**src/rtl/burst_status_decoder.sv**
```systemverilog
module burst_status_decoder #(
  parameter int CNT_W          = 8,
  parameter int GAP_TICKS      = 20,
  parameter int UP_COUNT       = 1,
  parameter int REBOOT_COUNT   = 5,
  parameter int SHUTDOWN_COUNT = 12
) (
  input  logic             clk,
  input  logic             rst,
  input  logic             status_in,
  input  logic             clear,
  output logic             flag_up,
  output logic             flag_reboot,
  output logic             flag_shutdown,
  output logic [CNT_W-1:0] last_count
);

  localparam int GAP_W = $clog2(GAP_TICKS + 1);
  localparam logic [CNT_W-1:0] CNT_MAX = '1;

  logic [2:0]       sync_q;
  logic [CNT_W-1:0] pulse_cnt;
  logic [GAP_W-1:0] gap_cnt;
  logic             rise, burst_done;

  assign rise       = sync_q[1] & ~sync_q[2];
  assign burst_done = (pulse_cnt != '0) && !rise && (gap_cnt == GAP_W'(GAP_TICKS - 1));

  always_ff @(posedge clk) begin
    if (rst) sync_q <= '0;
    else     sync_q <= {sync_q[1:0], status_in};
  end

  always_ff @(posedge clk) begin
    if (rst) begin
      pulse_cnt <= '0;
      gap_cnt   <= '0;
    end else if (rise) begin
      pulse_cnt <= (pulse_cnt == CNT_MAX) ? pulse_cnt : pulse_cnt + 1'b1;
      gap_cnt   <= '0;
    end else if (burst_done) begin
      pulse_cnt <= '0;
      gap_cnt   <= '0;
    end else if (pulse_cnt != '0) begin
      gap_cnt   <= gap_cnt + 1'b1;
    end
  end

  always_ff @(posedge clk) begin
    if (rst) begin
      flag_up       <= 1'b0;
      flag_reboot   <= 1'b0;
      flag_shutdown <= 1'b0;
      last_count    <= '0;
    end else begin
      if (burst_done) last_count <= pulse_cnt;
      if (clear) begin
        flag_up       <= 1'b0;
        flag_reboot   <= 1'b0;
        flag_shutdown <= 1'b0;
      end else if (burst_done) begin
        flag_up       <= flag_up       | (pulse_cnt == CNT_W'(UP_COUNT));
        flag_reboot   <= flag_reboot   | (pulse_cnt == CNT_W'(REBOOT_COUNT));
        flag_shutdown <= flag_shutdown | (pulse_cnt == CNT_W'(SHUTDOWN_COUNT));
      end
    end
  end

endmodule

```
**config.mk**
```make
export PLATFORM = sky130hd
export DESIGN_NAME = burst_status_decoder
export DESIGN_NICKNAME = d
export VERILOG_FILES = /design/src/rtl/burst_status_decoder.sv
export SDC_FILE = /design/constraint.sdc
export NUM_CORES = 1
export LEC_CHECK = 0
export ABC_AREA = 0
export BUFFER_PORTS_ARGS = -buffer_cell sky130_fd_sc_hd__buf_2
export CAP_MARGIN = 20
export CORE_ASPECT_RATIO = 0.7
export CORE_MARGIN = 2
export CORE_UTILIZATION = 45
export DETAILED_ROUTE_END_ITERATION = 10
export PLACE_DENSITY = 0.61
export SYNTH_ARGS = -nofsm -noshare
export SYNTH_HDL_FRONTEND = slang
export SYNTH_SLANG_ARGS = --single-unit
```
**constraint.sdc**
```tcl
create_clock -name clk -period 2.1 [get_ports clk]
set_input_delay 0.42 -clock clk [delete_from_list [all_inputs] [get_ports clk]]
set_output_delay 0.42 -clock clk [all_outputs]
set_load 0.02 [all_outputs]
```
### Word level (Yosys, flattened, before mapping)

Cells that the tools add are included.

* $add $sub $neg: 2
* eq/ne operators: 6
* mux-type cells: 3
* bitwise operators: 5
* reduce and logical (&&, ||, !) cells: 8

Operators by type and width (count)
* 2-to-1 mux 8 bit: 3
* adder 8 x 1 -> 8 bit (second input constant): 1
* == test 8 x 1 -> 1 bit (second input constant): 1
* == test 8 x 3 -> 1 bit (second input constant): 1
* == test 8 x 4 -> 1 bit (second input constant): 1
* == test 8 bit (second input constant): 1
* nonzero test 8 bit: 1
* adder 5 x 1 -> 5 bit (second input constant): 1
* == test 5 bit (second input constant): 1
* bitwise OR 1 bit: 3
* OR reduction 3 bit: 1
* logical AND 1 bit: 2
* != test 2 bit (second input constant): 1
* AND reduction 2 bit: 1
* nonzero test 2 bit: 1
* OR reduction 2 bit: 1
* AND 1 bit: 1
* zero test 1 bit: 1
* inverter 1 bit: 1

* flip-flop bits (word level): 27
* bits of input ports: 4
* output and inout port bits: 11
* word-level logic and storage cells: 31

### Logic depth before layout (Yosys ltp)

* depth after elaboration: 7
* mapped depth: 6

### Worst setup path before layout

No wires, ideal clock.

* kind: register to register
* start: register gap_cnt[0]
* end: register pulse_cnt[4]
* library setup time: 0.137 ns
* data arrival time: 1.436 ns
* required time: 1.963 ns
* setup slack: 0.527 ns
* cell stages (with the launch flop): 7
* buffers on the path: 1
* period minus slack after synthesis: 1.573 ns
* cell sequence: dfxtp_1 -> ha_1 -> nand2_1 -> or4_1 -> clkbuf_2 -> o21ai_4 -> a311oi_1

* longest elaborated chain between the ends: 4

RTL lines
* start, declared: line 23 `logic [GAP_W-1:0] gap_cnt;`
* start signal, assigned: line 45 `gap_cnt <= gap_cnt + 1'b1;`
* == test 5 bit: line 27 `assign burst_done = (pulse_cnt != '0) && !rise && (gap_cnt == GAP_W'(GAP_TICKS - 1));`
* logical AND 1 bit: line 27
* nonzero test 2 bit (no source line)
* AND reduction 2 bit (no source line)
* end signal, assigned: line 39 `pulse_cnt <= (pulse_cnt == CNT_MAX) ? pulse_cnt : pulse_cnt + 1'b1;`
* end, declared: line 22 `logic [CNT_W-1:0] pulse_cnt;`

No other way between the ends.
A chain may end at the register's enable or synchronous reset.

### Final worst setup path

* start: register gap_cnt[0]
* end: register pulse_cnt[7]

Same word-level chain as after synthesis.

==> run metrics <==
Top Ports=15; post-synthesis cell count=around 140; Leakage Power=0.5112 nW; die boundary width=between 60 and 70 um; standard cell with the maximum stage delay on the critical path=sky130_fd_sc_hd__or4_1; number of clock buffers inserted by TritonCTS=3; final count of hold timing violations=0; launching point of the worst reg2reg path=gap_cnt[0]; fraction of layout instances using a drive strength above 1=18.30%; clock latency on the worst-skew pair=0.27 ns; number of setup buffers added after CTS=0; Setup TNS Final=0 ns; final critical-path setup slack=0.2621 ns; yosys warns=0; sink of the worst hold path=flag_reboot; Post-DP HPWL=1905 um; vias per cell=5.667; Syn Std Cell Area=1284 um^2; final hold slack=0.3366 ns; cells along the critical path=ha_1 -> nand2_1 -> or4_1 -> o21ai_4 -> a311oi_1; Setup Slack @ Placement=0.2890 ns; final weighted congestion of routability-driven global placement=0.7518; FF-to-FF path depth=5; Unique masters post-synth=41; Worst Hold Path Cells=2; Post-layout nets=between 150 and 200; final worst clock skew=0.004717 ns; vias in the first global route=1071; number of setup violations in the final report=0; Area contributors post-synth=sky130_fd_sc_hd__dfxtp_1 (42%), sky130_fd_sc_hd__a21oi_1 (4.3%), sky130_fd_sc_hd__nand3_1 (4.3%); type of origin of the critical path=flop; first-pass GRT wire length=4823 um; crit end category=flop; Register-to-Register Setup Slack=0.26 ns; Total Die Area=3303 um^2; Initial Util=46.47%; worst setup path category=reg -> reg; clock root cell=sky130_fd_sc_hd__clkbuf_8; total inserted antenna cells=0; multi-input gate area in the final layout=approximately 670 um^2; Period minus WS final=1.838 ns; largest fanout on the critical path=10; overflow left after global routing=0; largest area contributor in the synthesized netlist=sky130_fd_sc_hd__dfxtp_1; number of cell rows=16; cts hold-fix bufs=0; flip-flop and latch area=540.5 um^2; power per cell area=619.8 nW/um^2; buffers added on ports=14; terminus of the critical flop-to-flop path=pulse_cnt[7]; clock sink count=27; commonest non-fill, non-tap cell in the layout=sky130_fd_sc_hd__dfxtp_1; run status=finished, final reports clean; fin crit share=87.52%; Floorplan Core Area=2763 um^2; largest voltage drop on the vdd net=0.3834 mV; vias post-DR=1071; Filler Cell Count=between 200 and 300; highest-count cells in the layout ignoring fill and taps=sky130_fd_sc_hd__dfxtp_1 (27), sky130_fd_sc_hd__buf_2 (14), sky130_fd_sc_hd__nand3_1 (11), sky130_fd_sc_hd__o21ai_0 (11), sky130_fd_sc_hd__a21oi_1 (11); path class of the lowest-slack min-delay path=in -> reg; setup repair after global routing missed its margin=no; average wire per cell in the routed design=14.63 um; number of flip-flops and latches in the synthesized netlist=27; transition at the pin with the smallest max-transition slack=0.4912 ns; number of remaining DRC errors=0; remaining number of nets flagged by the antenna check after routing=0; worst path arrival time=1.98 ns; clock tree from TritonCTS=done; relative area change from synthesis to final layout=8.284%; buffer depth of the longest clock path=2; worst hold start=clear; total iterations of the first detailed-routing run=4; highest clock rate=0.5441 GHz; total global-route track usage=19.03%; required arrival time at the worst endpoint=around 2.2 ns; maximum single-stage delay on the critical path=0.61 ns; maxcap violations=0; total routed wirelength=2765 um; top-area cell type share of the netlist area=42.11%; largest net degree at the start of global routing=28; Iteration-0 DRC Markers=48; post-synthesis net count=150; mean post-synth cell area=roughly 9 um^2; antenna violations before repair=0; final number of max-transition violations=0; die extent in y=~49 um; Clock Pin Slew Worst Setup and Hold Paths=roughly 0.090 ns; H-Tree Depth=1; sequential fraction of the synthesis area=42.11%; Relative slew margins=between 60 and 70%; total of cells resized after clock tree synthesis=0
-- metal layers --
metal / vias to the layer above / track usage [%] / part of all wire [%]
met5: - / 0 / 0
met4: 0 / 3.667 / 0.14
met3: 2 / 5.814 / 5.1
met2: 34 / 31.37 / 47
met1: 499 / 24.60 / 47
li1: 536 / - / -
-- synthesized netlist by cell type --
master	instances
sky130_fd_sc_hd__nand2_1	6
sky130_fd_sc_hd__nand3_1	11
sky130_fd_sc_hd__dfxtp_1	27
sky130_fd_sc_hd__o21ai_0	11
sky130_fd_sc_hd__a41oi_1	1
sky130_fd_sc_hd__a31oi_1	5
sky130_fd_sc_hd__o21ai_2	1
sky130_fd_sc_hd__and3_1	2
sky130_fd_sc_hd__inv_1	4
sky130_fd_sc_hd__a211oi_1	1
sky130_fd_sc_hd__clkbuf_1	2
sky130_fd_sc_hd__nor4_1	1
sky130_fd_sc_hd__nor2_1	10
sky130_fd_sc_hd__or2b_1	1
sky130_fd_sc_hd__nor4_4	1
sky130_fd_sc_hd__nand3_2	1
sky130_fd_sc_hd__and3_4	1
sky130_fd_sc_hd__buf_2	1
sky130_fd_sc_hd__nand4_1	1
sky130_fd_sc_hd__xnor2_1	4
sky130_fd_sc_hd__o31ai_1	2
sky130_fd_sc_hd__and3b_2	1
sky130_fd_sc_hd__nor2b_1	4
sky130_fd_sc_hd__ha_1	4
sky130_fd_sc_hd__or4_1	1
sky130_fd_sc_hd__nor3_1	6
sky130_fd_sc_hd__a311oi_1	3
sky130_fd_sc_hd__buf_6	4
sky130_fd_sc_hd__clkbuf_2	1
sky130_fd_sc_hd__o21ai_4	1
sky130_fd_sc_hd__o21ai_1	1
sky130_fd_sc_hd__o32ai_1	1
sky130_fd_sc_hd__a21oi_1	11
sky130_fd_sc_hd__o21bai_1	1
sky130_fd_sc_hd__a211o_1	1
sky130_fd_sc_hd__xor2_1	1
sky130_fd_sc_hd__nor2b_4	1
sky130_fd_sc_hd__or3_1	1
sky130_fd_sc_hd__nand2b_1	3
sky130_fd_sc_hd__a31o_2	1
sky130_fd_sc_hd__and3_2	1
-- worst max-delay path by stage --
stage / from / endpoint / slack [ns] / cells after the start
5_1_grt: gap_cnt[0] / pulse_cnt[7] / 0.15 / 5
3_3_place_gp: gap_cnt[0] / pulse_cnt[4] / 0.35 / 5
2_1_floorplan: gap_cnt[0] / pulse_cnt[4] / 0.53 / 6
4_1_cts: gap_cnt[0] / pulse_cnt[7] / 0.26 / 5
6_report: gap_cnt[0] / pulse_cnt[7] / 0.26 / 5
3_5_place_dp: gap_cnt[0] / pulse_cnt[7] / 0.29 / 5
-- worst max-delay path: cells and delay by family (launching register included) --
family / cells / cell delay (ns)
flip-flops: 1 / 0.38
AO/OA/AOI/OAI: 2 / 0.44
adder cells (fa/ha/maj): 1 / 0.20
AND/OR/NAND/NOR: 2 / 0.68
-- cell families after synthesis --
| kind of cell | synth area share (%) |
|---|---|
| flops | 42.11 |
| compound gates | 20.47 |
| simple gates | 24.08 |
| buf+inv | 6.042 |
| fa+ha+maj | 3.899 |
| xor+xnor | 3.411 |
-- cell type report --
cell class | instances | share of cell area (%)
sequential | 27 | 38.88
tap | 36 | 3.240
timing repair buffer | 15 | 5.581
clock inverter | 1 | 0.3600
clock buffer | 3 | 2.970
multi-input combinational | 103 | 47.88
inverter | 4 | 1.080
-- through the flow --
step / power, mW / cells / area (um^2) / utilization (%)
floorplan: 0.5768 / 142 / 1284 / -
global placement: 0.5825 / 185 / 1344 / 48.64
detailed placement: 0.5844 / 185 / 1344 / 48.64
CTS: 0.8693 / 189 / 1390 / 50.32
global route: 0.9022 / 189 / 1390 / 50.32
finish: 0.8616 / 189 / 1390 / 50.32
-- sequential cells by signal (all words and copies together) (netlist names) --
name and count:
gap_cnt 5, sync_q 3, flag_up 1, pulse_cnt 8, flag_reboot 1, last_count 8, flag_shutdown 1
-- where the power goes --
group / leakage, nW / internal [mW] / switching (mW)
Combinational: 0.268 / 0.0174 / 0.0333
Clock: 0.0255 / 0.133 / 0.156
Sequential: 0.218 / 0.517 / 0.00503
Total: 0.511 / 0.667 / 0.195
(Power assumes the default switching activity.)
